$ cat src/rtl/uart_fifo_flags.sv
module uart_fifo_flags #(
  parameter int DEPTH = 16,
  parameter int DW    = 8,
  parameter int AW    = 3
) (
  input  logic          clk,
  input  logic          rst_n,
  input  logic [AW-1:0] addr,
  input  logic          wr_en,
  input  logic          rd_en,
  input  logic [DW-1:0] wdata,
  output logic [DW-1:0] rdata,
  output logic          irq_tx,
  output logic          irq_rx,
  output logic          tx_valid,
  output logic [DW-1:0] tx_byte,
  input  logic          tx_ready,
  input  logic          rx_valid,
  input  logic [DW-1:0] rx_byte,
  input  logic          rx_ferr,
  input  logic          rx_perr,
  input  logic          rxd_line
);
  localparam int CW = $clog2(DEPTH + 1);
  localparam int PW = (DEPTH > 1) ? $clog2(DEPTH) : 1;
  localparam int NF = 6;
  localparam logic [CW-1:0] FULL = CW'(DEPTH);
  localparam logic [AW-1:0] A_DATA = AW'(0);
  localparam logic [AW-1:0] A_CTRL = AW'(1);
  localparam logic [AW-1:0] A_STAT = AW'(2);
  localparam logic [AW-1:0] A_TXC  = AW'(3);
  localparam logic [AW-1:0] A_RXC  = AW'(4);

  logic [DW-1:0] tx_mem [DEPTH];
  logic [DW-1:0] rx_mem [DEPTH];
  logic [PW-1:0] tx_wp, tx_rp, rx_wp, rx_rp;
  logic [CW-1:0] tx_cnt, rx_cnt;
  logic [3:0]    ctrl;
  logic [NF-1:0] flags, armed;
  logic          in_brk;

  logic [CW-1:0] tx_thr, rx_thr;
  logic          tx_push, tx_pop, rx_push, rx_pop;
  logic          brk_evt, ovr_evt, rx_take, rd_stat;
  logic [NF-1:0] set_v, clr_v, flags_n;

  function automatic logic [PW-1:0] nxt(input logic [PW-1:0] p);
    return (p == PW'(DEPTH - 1)) ? '0 : p + 1'b1;
  endfunction

  always_comb begin
    case (ctrl[1:0])
      2'd0: tx_thr = CW'(DEPTH / 2);
      2'd1: tx_thr = CW'(DEPTH / 4);
      2'd2: tx_thr = CW'(DEPTH / 8);
      default: tx_thr = '0;
    endcase
    case (ctrl[3:2])
      2'd0: rx_thr = CW'(1);
      2'd1: rx_thr = CW'(DEPTH / 4);
      2'd2: rx_thr = CW'(DEPTH / 2);
      default: rx_thr = CW'(DEPTH - 2);
    endcase
  end

  assign tx_valid = (tx_cnt != '0);
  assign tx_byte  = tx_mem[tx_rp];
  assign tx_push  = wr_en && (addr == A_DATA) && (tx_cnt != FULL);
  assign tx_pop   = tx_valid && tx_ready;

  assign brk_evt  = rx_valid && rx_ferr && (rx_byte == '0);
  assign rx_take  = rx_valid && !in_brk && !brk_evt;
  assign rx_push  = rx_take && (rx_cnt != FULL);
  assign ovr_evt  = rx_take && (rx_cnt == FULL);
  assign rx_pop   = rd_en && (addr == A_DATA) && (rx_cnt != '0);
  assign rd_stat  = rd_en && (addr == A_STAT);

  assign set_v = {ovr_evt, brk_evt, rx_valid && rx_perr, rx_valid && rx_ferr,
                  rx_cnt >= rx_thr, tx_cnt <= tx_thr};
  assign clr_v = (wr_en && addr == A_STAT) ? (armed & ~wdata[NF-1:0]) : '0;
  assign flags_n = set_v | (flags & ~clr_v);

  assign irq_tx = flags[0];
  assign irq_rx = flags[1];

  always_ff @(posedge clk) begin
    if (tx_push) tx_mem[tx_wp] <= wdata;
    if (rx_push) rx_mem[rx_wp] <= rx_byte;
  end

  always_ff @(posedge clk) begin
    if (!rst_n) begin
      tx_wp  <= '0;
      tx_rp  <= '0;
      rx_wp  <= '0;
      rx_rp  <= '0;
      tx_cnt <= '0;
      rx_cnt <= '0;
      ctrl   <= '0;
      flags  <= NF'(1);
      armed  <= '0;
      in_brk <= 1'b0;
    end else begin
      if (tx_push) tx_wp <= nxt(tx_wp);
      if (tx_pop)  tx_rp <= nxt(tx_rp);
      if (rx_push) rx_wp <= nxt(rx_wp);
      if (rx_pop)  rx_rp <= nxt(rx_rp);
      tx_cnt <= tx_cnt + CW'(tx_push) - CW'(tx_pop);
      rx_cnt <= rx_cnt + CW'(rx_push) - CW'(rx_pop);
      if (wr_en && addr == A_CTRL) ctrl <= wdata[3:0];
      flags  <= flags_n;
      armed  <= ((rd_stat ? flags : '0) | (armed & ~clr_v)) & flags_n;
      if (brk_evt)       in_brk <= 1'b1;
      else if (rxd_line) in_brk <= 1'b0;
    end
  end

  always_comb begin
    rdata = '0;
    case (addr)
      A_DATA: rdata = (rx_cnt != '0) ? rx_mem[rx_rp] : '0;
      A_CTRL: rdata = DW'(ctrl);
      A_STAT: rdata = DW'({rxd_line, flags});
      A_TXC:  rdata = DW'(tx_cnt);
      A_RXC:  rdata = DW'(rx_cnt);
      default: rdata = '0;
    endcase
  end
endmodule


$ cat config.mk
export PLATFORM = sky130hd
export DESIGN_NAME = uart_fifo_flags
export DESIGN_NICKNAME = d
export VERILOG_FILES = /design/src/rtl/uart_fifo_flags.sv
export SDC_FILE = /design/constraint.sdc
export NUM_CORES = 1
export LEC_CHECK = 0
export ABC_AREA = 1
export BUFFER_PORTS_ARGS = -buffer_cell sky130_fd_sc_hd__buf_2
export CAP_MARGIN = 10
export CORE_MARGIN = 2
export CORE_UTILIZATION = 61
export CTS_BUF_LIST = sky130_fd_sc_hd__clkbuf_4 sky130_fd_sc_hd__clkbuf_8
export DETAILED_ROUTE_END_ITERATION = 8
export PLACE_DENSITY = 0.79
export SLEW_MARGIN = 20
export SYNTH_ARGS = -nofsm -noshare
export SYNTH_HDL_FRONTEND = slang
export SYNTH_SLANG_ARGS = --single-unit
export TNS_END_PERCENT = 20
$ cat constraint.sdc
create_clock -name clk -period 2.9 [get_ports clk]
set_clock_uncertainty 0.2 [all_clocks]
set_input_delay 0.29 -clock clk [delete_from_list [all_inputs] [get_ports clk]]
set_output_delay 0.29 -clock clk [all_outputs]
set_load 0.005 [all_outputs]
==> results of run 1 <==
-- per-layer routing --
metal / up-vias / share of wire, % / GRT usage (%)
met4: 0 / 3.1 / 10.19
li1: 4642 / - / -
met2: 380 / 46 / 40.32
met3: 78 / 8.7 / 5.614
met5: - / 0 / 0
met1: 4533 / 42 / 35.69
-- cell usage in the layout (no fill, tap or decap), types with 3 or more instances in the layout --
cell type        n
buf_4           50
clkbuf_4        21
nand2_1        281
nand2_2          3
inv_2            4
a21oi_1         59
dfxtp_1         48
clkinv_1        14
o211ai_2         3
a22oi_1          6
xor2_1           7
dlygate4sd3_1   26
clkinv_2         3
o211ai_1        32
xnor2_1          3
nor2_1          75
dfxtp_4          3
o21ai_0         47
buf_2           46
nor2_2           3
o22ai_1          5
clkbuf_8        48
nand3_1        161
inv_1          193
buf_12           3
edfxtp_1       256
o2bb2ai_1        3
nand4_1         10
nand3b_1         5
ha_1            29
-- registers in the layout (all words and copies together), names as in the netlist, named ones only --
| signal | flops |
|---|---|
| tx_mem | 128 |
| rx_rp | 4 |
| ctrl | 4 |
| in_brk | 1 |
| rx_wp | 4 |
| tx_cnt | 5 |
| tx_wp | 4 |
| armed | 6 |
| tx_rp | 4 |
| rx_cnt | 5 |
| rx_mem | 128 |
| flags | 6 |
-- power by group through the flow --
stage / clock network, mW / logic [mW] / registers [mW]
5_1_grt: 3.64 / 2.27 / 5.19
6_report: 3.40 / 1.99 / 5.16
3_5_place_dp: 0 / 1.90 / 5.25
3_3_place_gp: 0 / 1.84 / 5.23
4_1_cts: 3.45 / 1.94 / 5.16
2_1_floorplan: 0 / 1.44 / 5.12
-- worst paths after layout --
path,start,cells after the start,endpoint,slack (ns)
min reg2reg,in_brk,2,in_brk,0.29
max,flip-flop,11,rdata[3],0.17
min,addr[2],7,tx_wp[1],0.15
max reg2reg,rx_cnt[2],12,rx_cnt[4],0.18
-- cell type report --
cell class / count / area, um^2 / share of cell area, %
clock buffer: 69 / 818.3 / 5.299
inverter: 199 / 754.5 / 4.886
multi-input combinational: 744 / 3766 / 24.39
tap: 280 / 350.3 / 2.269
clock inverter: 19 / 83.83 / 0.5429
sequential: 307 / 8720 / 56.47
timing repair buffer: 127 / 948.4 / 6.142
-- cells by family (layout without fill, tap and decap cells) --
| family | Yosys count | in the layout | share of synthesized area (%) |
|---|---|---|---|
| AND/OR/NAND/NOR | 543 | 543 | 17.16 |
| flip-flops | 307 | 307 | 64.37 |
| buffers and inverters | 253 | 414 | 7.898 |
| AO/OA/AOI/OAI | 160 | 160 | 6.955 |
| adder cells (fa/ha/maj) | 31 | 31 | 2.978 |
| XOR/XNOR | 10 | 10 | 0.6474 |
-- timing repair --
action / in CTS / in global routing
setup endpoints to repair: 0 / 13
resized for setup: 0 / 13
setup buffers: 0 / 1
hold buffers: 26 / 0
endpoints found under the hold margin: 270 / 0
-- metrics by stage --
step	instances	util [%]
2_1_floorplan	1304	-
5_1_grt	1745	70.75
6_report	1745	70.75
3_3_place_gp	1630	65.25
4_1_cts	1744	70.58
3_5_place_dp	1630	65.25
-- worst max-delay path, delay by kind of cell (launching register included) --
kind                   cells  cell delay, ns
buffers and inverters      3            0.56
flip-flops                 1            0.41
AND/OR/NAND/NOR            8            0.70
==> out/qor.txt, run 1 <==
DR WL/cell = 17.11 um
Cell Area, Placed = 14240 um^2
Post-Syn Area = 13530 um^2
Rows = 54
Area share of the largest cell type after synthesis = 56.82%
Max Cap Viol = 0
Mapped Nets = 1363
Synth unique cells = 35
I/O Pins = 47
Final Slew Violations = 0
Max FO, Critical Path = 32
Endpoints failing setup = 0
Switching power total = 3.020 mW
Mean post-synth cell area = 10.38 um^2
Maximum vdd drop = 0.0005608 V
Initial DRC count = 1064
Relative slew slack = 60.68%
CTS sink cnt = 307
Final setup margin = 0.1687 ns
Slowest cell on crit path = dfxtp_4
Cts bufs inserted = 47
Largest net degree at the start of global routing = 58
Die ar. = 23390 um^2
Routed WL = 29850 um
Fin Hold WS = 0.1533 ns
Critical path class = flip-flop to primary output
Fmax = 366.1 MHz
Placer congestion estimate = 0.8676
CTS H-tree depth = 2
Vias in the first global route = 9452
Top FF cell, synth = edfxtp_1
Post-Layout Inst Area = 15440 um^2
Cell type with the largest total area after synthesis = edfxtp_1
Startpoint Class = flip-flop
Largest stage delay, worst path = 0.41 ns
Layout fillers = 1516
Diodes inserted = 0
Comb pwr share = 18.9%
Leakage = 6.318 nW
Share of layout cells above drive strength 1 = 13.58%
EDFF count, synth = 256
Die Ht = 152.9 um
Fin crit share = 94.18%
Clock Pin Slew Worst Setup and Hold Paths = 0.06 ns
Switching Share = 28.61%
DP Worst Slack = 0.06288 ns
Via count = 9633
Post-DRT Antenna Nets = 0
Measured slew at the worst slew-check pin = 0.5891 ns
CP arrival = 2.24 ns
Initial antenna violation count = 0
Fin. Hold Viols = 0
Commonest cells post-synth = nand2_1 (282), edfxtp_1 (256), inv_1 (195)
Later-pin clock latency in the skew report = 0.56 ns
RSZ-0062 raised after global routing = no
Crit path cell chain = inv_6 -> buf_12 -> nand2_1 -> nand2_1 -> nand2_1 -> nand3_1 -> nand3_1 -> nand2_1 -> nand2_1 -> nand2_1 -> buf_2
Post-synthesis sequential area ratio = 64.37%
Register bit total from synthesis = 307
First-pass DRT Iterations = 5
Drt drc = 0
Global route overflow = 0
Longest Clk Path Bufs = 3
Detailed Place HPWL = 19520 um
Synth warn = 0
Root Buffer = clkbuf_8
HP Class = primary input to flip-flop
Cell mode on critical path = nand2_1
GRT Total Usage = 25.76%
Synthesized instance count = 1304
Worst EP required = 2.41 ns
Core Box Area = 21820 um^2
Seq pwr share = 48.9%
Setup TNS = 0 ns
Total Power = 10.56 mW
Status = finished, final reports clean
Width of the die = 152.9 um
Most frequent cell after synthesis = nand2_1
Synth top area cells = edfxtp_1 (57%), nand2_1 (7.8%), dfxtp_1 (7.5%)
Worst setup EP type = primary output
Int Pwr = 7.537 mW
Asr flop ratio synth = 0%
Clock power frac = 32.2%
Final min period = 2.731 ns
TritonCTS clock tree = built
Initial Utilization = 61.99%
Power per cell area = 683.7 nW/um^2
# port buffers = 46
Vias per cell = 5.520
First-pass GRT wire length = 47650 um
Nets = 1485
Area overhead of the layout relative to synthesis = 14.13%
Note: power is estimated with default switching activity, not from simulation.
==> inputs of run 2 (changes only) <==
Settings changed: MAX_ROUTING_LAYER set to met4.
==> out/qor.txt, run 2 (synthesized netlist as in run 1, its figures left out) <==
# port buffers = 46 (unchanged)
Power per cell area = 689.0 nW/um^2 (+0.78%)
Startpoint Class = flip-flop
Top Registers = rx_mem: 128 flops, tx_mem: 128 flops
Most frequent cells in the layout = nand2_1 (281), edfxtp_1 (256), inv_1 (194)
Area overhead of the layout relative to synthesis = 14.11% (about the same)
Nets = 1485 (unchanged)
First-pass GRT wire length = 49110 um (+3.1%)
Clock Pin Slew Worst Setup and Hold Paths = 0.07 ns (about the same)
Min-delay src = wr_en
Vias in the first global route = 9424 (-0.30%)
Width of the die = 152.9 um (unchanged)
Comb pwr share = 19.4% (+0.5 points)
Post-DRT Antenna Nets = 0 (unchanged)
Reg2Reg Setup Slack = 0.16 ns (-0.02 ns)
Diodes inserted = 0 (unchanged)
Fin crit share = 95.30% (+1.1 points)
Commonest non-fill, non-tap cell in the layout = nand2_1
Placed cell count = 1630 (unchanged)
Rows = 54 (unchanged)
Measured slew at the worst slew-check pin = 0.6243 ns (+0.03521 ns)
Final Slew Violations = 0 (unchanged)
DP Worst Slack = 0.07678 ns (+0.01390 ns)
Worst EP required = 2.41 ns (about the same)
Via count = 9725 (+0.96%)
Drt drc = 0 (unchanged)
Fmax = 361.8 MHz (-1.2%)
Final setup margin = 0.1363 ns (-0.03235 ns)
Max Cap Viol = 0 (unchanged)
Fin. Hold Viols = 0 (unchanged)
HP Class = primary input to flip-flop
CP arrival = 2.27 ns (+0.03 ns)
Later-pin clock latency in the skew report = 0.56 ns (about the same)
Initial antenna violation count = 0 (unchanged)
Detailed Place HPWL = 19240 um (-1.5%)
Die ar. = 23390 um^2 (unchanged)
Seq pwr share = 48.1% (-0.8 points)
Root Buffer = clkbuf_8
Leakage = 6.322 nW (about the same)
Switching Share = 28.71% (+0.10 points)
Global route overflow = 0 (unchanged)
Vias per cell = 5.586 (+1.2%)
Initial DRC count = 1142 (+7.3%)
First-pass DRT Iterations = 5 (unchanged)
DR WL/cell = 17.79 um (+4.0%)
Share of layout cells above drive strength 1 = 13.69% (+0.11 points)
Status = finished, final reports clean
Placer congestion estimate = 0.8761 (+0.98%)
Critical path class = flip-flop to primary output
Endpoints failing setup = 0 (unchanged)
Core Box Area = 21820 um^2 (unchanged)
CTS sink cnt = 307 (unchanged)
Initial Utilization = 61.99% (unchanged)
Final min period = 2.764 ns (+0.03235 ns)
I/O Pins = 47 (unchanged)
Routed WL = 30970 um (+3.7%)
Worst setup EP type = primary output
Die Ht = 152.9 um (unchanged)
Max FO, Critical Path = 48 (+50%)
CTS H-tree depth = 2 (unchanged)
Relative slew slack = 58.33% (-2.3 points)
TritonCTS clock tree = built
R2R Path Start = rx_cnt[3]
Reg2reg path depth = 12 (unchanged)
Int Pwr = 7.584 mW (+0.62%)
Clock power frac = 32.5% (+0.3 points)
Layout Cells excl Fill = 1741 (-0.23%)
Cts bufs inserted = 47 (unchanged)
Largest net degree at the start of global routing = 68 (+17%)
Hold depth = 4 (-3)
GRT Total Usage = 27.40% (+1.6 points)
Switching power total = 3.054 mW (+1.1%)
Reg-to-Reg End = rx_cnt[4]
Longest Clk Path Bufs = 3 (unchanged)
Maximum vdd drop = 0.0007353 V (+31%)
Hold endpoint = ctrl[3]
[run 2: cell type report]
cell class / instances / area [um^2]
Clock buffer: 69 / 837.1
Clock inverter: 15 / 73.82
Fill cell: 1489 / 6385
Inverter: 199 / 749.5
Multi-Input combinational cell: 744 / 3760
Sequential cell: 307 / 8717
Tap cell: 280 / 350.3
Timing Repair Buffer: 127 / 950.9
[run 2: power groups by stage]
stage | Clock, mW | Sequential, mW | Combinational (mW)
CTS | 3.49 | 5.11 | 2.00
global placement | 0 | 5.19 | 1.89
finish | 3.45 | 5.12 | 2.07
detailed placement | 0 | 5.21 | 1.96
floorplan | 0 | 5.12 | 1.44
global route | 3.66 | 5.14 | 2.33
[run 2: through the flow]
step / util (%) / hold WS, ns / total power [mW] / TNS [ns] / cell area, um^2
5_1_grt: 70.74 / 0.04474 / 11.13 / -0.01984 / 15440
3_3_place_gp: 65.31 / 0.2758 / 7.086 / 0 / 14250
3_5_place_dp: 65.31 / 0.2862 / 7.164 / 0 / 14250
6_report: 70.74 / 0.02217 / 10.64 / 0 / 15440
2_1_floorplan: - / 0.1889 / 6.555 / 0 / 13530
4_1_cts: 70.63 / 0.006547 / 10.60 / 0 / 15410
[run 2: worst max-delay path, stage by stage, from the launching register on]
cell and delay [ns]:
dfxtp_4 0.66, buf_4 0.35, a21oi_1 0.10, o21ai_0 0.12, nand3_1 0.12, nand3_1 0.13, nand2_1 0.09, buf_2 0.13
[run 2: repair_timing]
item | in CTS | in global routing
hold buffers | 25 | 0
endpoints found under the setup margin | 0 | 2
setup buffers | 0 | 2
gates resized for setup | 0 | 6
hold endpoints to repair | 256 | 0
[run 2: routing by layer]
| metal | wire (um) | vias up | track usage (%) |
|---|---|---|---|
| met2 | 14470 | 440 | 42.00 |
| li1 | - | 4637 | - |
| met1 | 13150 | 4597 | 38.13 |
| met3 | 2718 | 51 | 5.160 |
| met5 | 0 | - | - |
| met4 | 635 | 0 | 7.672 |
[run 2: worst max path at each step]
stage | from | end | slack, ns | cells after the start
floorplan | rx_cnt[2] | rx_cnt[4] | 0.29 | 12
global placement | tx_cnt[2] | tx_cnt[4] | 0.22 | 13
detailed placement | tx_cnt[2] | tx_cnt[4] | 0.08 | 13
CTS | tx_cnt[2] | tx_cnt[4] | 0.07 | 13
global route | rx_cnt[3] | rx_cnt[4] | -0.02 | 12
finish | flip-flop | tx_byte[3] | 0.14 | 7
==> inputs of run 3 (changes only) <==
Settings changed: HOLD_SLACK_MARGIN set to 0.12, TNS_END_PERCENT 20 to unset.
==> out/qor.txt, run 3 (synthesized netlist as in run 1, its figures left out) <==
Die Ht = 152.9 um (unchanged)
Later-pin clock latency in the skew report = 0.56 ns (about the same)
Slowest cell on crit path = dfxtp_2
Post-DRT Antenna Nets = 0 (unchanged)
Max FO, Critical Path = 32 (-33%)
Fin crit share = 94.89% (-0.41 points)
GRT Total Usage = 27.48% (+0.077 points)
CTS H-tree depth = 2 (unchanged)
Core Box Area = 21820 um^2 (unchanged)
Drt drc = 0 (unchanged)
Leakage = 6.338 nW (+0.25%)
First-pass GRT wire length = 49270 um (+0.31%)
Initial antenna violation count = 0 (unchanged)
Diodes inserted = 0 (unchanged)
Measured slew at the worst slew-check pin = 0.5900 ns (-0.03433 ns)
Nets = 1489 (+0.27%)
Width of the die = 152.9 um (unchanged)
Power per cell area = 688.0 nW/um^2 (-0.15%)
Global route overflow = 0 (unchanged)
Endpoints failing setup = 0 (unchanged)
Vias per cell = 5.617 (+0.56%)
Final min period = 2.752 ns (-0.01187 ns)
Fmax = 363.4 MHz (+0.43%)
Commonest non-fill, non-tap cell in the layout = nand2_1
Maximum vdd drop = 0.0007419 V (+0.90%)
Via count = 9802 (+0.79%)
Root Buffer = clkbuf_8
Crit path cell chain = inv_4 -> buf_12 -> nand2_1 -> nand2_1 -> nand2_1 -> nand3_1 -> nand3_1 -> nand2_1 -> nand2_1 -> nand2_1 -> buf_2
Worst setup EP type = primary output
Cell mode on critical path = nand2_1
First-pass DRT Iterations = 5 (unchanged)
Crit path buf inv count = 3 (+1)
Status = finished, final reports clean
Placer congestion estimate = 0.8761 (unchanged)
Share of layout cells above drive strength 1 = 13.65% (-0.037 points)
Top Registers = rx_mem: 128 flops, tx_mem: 128 flops
CTS sink cnt = 307 (unchanged)
Reg2Reg Setup Slack = 0.16 ns (about the same)
Setup TNS = 0 ns (unchanged)
Die ar. = 23390 um^2 (unchanged)
Rows = 54 (unchanged)
Largest stage delay, worst path = 0.35 ns (-0.31 ns)
Longest Clk Path Bufs = 3 (unchanged)
Most frequent cells in the layout = nand2_1 (281), edfxtp_1 (256), inv_1 (194)
Clock Pin Slew Worst Setup and Hold Paths = 0.07 ns (about the same)
Worst EP required = 2.41 ns (about the same)
Initial DRC count = 1212 (+6.1%)
# port buffers = 46 (unchanged)
I/O Pins = 47 (unchanged)
DR WL/cell = 17.81 um (+0.14%)
Area overhead of the layout relative to synthesis = 14.41%
Startpoint Class = flip-flop
HP Class = primary input to flip-flop
Critical path class = flip-flop to primary output
Cts bufs inserted = 47 (unchanged)
CP arrival = 2.26 ns (about the same)
Largest net degree at the start of global routing = 68 (unchanged)
Fin. Hold Viols = 0 (unchanged)
Final Slew Violations = 0 (unchanged)
Relative slew slack = 60.62% (+2.3 points)
Vias in the first global route = 9452 (+0.30%)
Fin Hold WS = 0.1648 ns (+0.1426 ns)
Initial Utilization = 61.99% (unchanged)
Detailed Place HPWL = 19240 um (unchanged)
CP top delay family = simple AND/OR/NAND/NOR gates
Layout fillers = 1477 (-0.81%)
Max Cap Viol = 0 (unchanged)
TritonCTS clock tree = built
Routed WL = 31090 um (+0.37%)
[run 3: layout make-up]
class / instances / area [um^2] / area share [%]
clock buffers: 69 / 837.1 / 5.408
clock inverters: 15 / 73.82 / 0.4769
inverters: 199 / 749.5 / 4.842
multi-input cells: 744 / 3760 / 24.29
flip-flops and latches: 307 / 8717 / 56.32
well taps: 280 / 350.3 / 2.263
repair buffers: 131 / 991.0 / 6.402
[run 3: tightest hold or removal path, cell delays in order]
cell and delay, ns:
buf_2 0.10, inv_2 0.05, nand2_1 0.18, nor2_2 0.12, a21oi_1 0.14
[run 3: path summary, 6_finish.rpt]
path	to	cells after the start	start
min reg2reg	armed[2]	2	armed[2]
max	rdata[3]	11	flip-flop
min	ctrl[3]	5	addr[2]
max reg2reg	rx_cnt[4]	12	rx_cnt[3]
[run 3: where the power goes]
part | total, mW | switching [mW] | internal, mW
combinational | 2.07 | 1.29 | 0.782
sequential | 5.12 | 0.167 | 4.95
clock | 3.46 | 1.61 | 1.85
total | 10.6 | 3.06 | 7.59
[run 3: per-layer routing]
metal	vias up	global-route usage, %	part of all wire, %
li1	4644	-	-
met1	4628	38.19	42
met2	473	42.20	47
met3	57	5.160	9.3
met4	0	7.672	2.1
met5	-	-	0
[run 3: through the flow]
step                      cells  total power, mW  setup WS (ns)  area, um^2  util (%)
final                      1745            10.65         0.1482       15480     70.93
after global routing       1745            11.14       -0.02589       15480     70.93
after CTS                  1743            10.60        0.07081       15450     70.81
after detailed placement   1630            7.164        0.07678       14250     65.31
after global placement     1630            7.086         0.2170       14250     65.31
after floorplan            1304            6.555         0.2903       13530         -
[run 3: what timing repair did]
action                                  4_1_cts  5_1_grt
setup buffers                                 0        2
hold buffers                                 29        0
endpoints found under the hold margin       302        0
resized for setup                             0        6
endpoints found under the setup margin        0        2
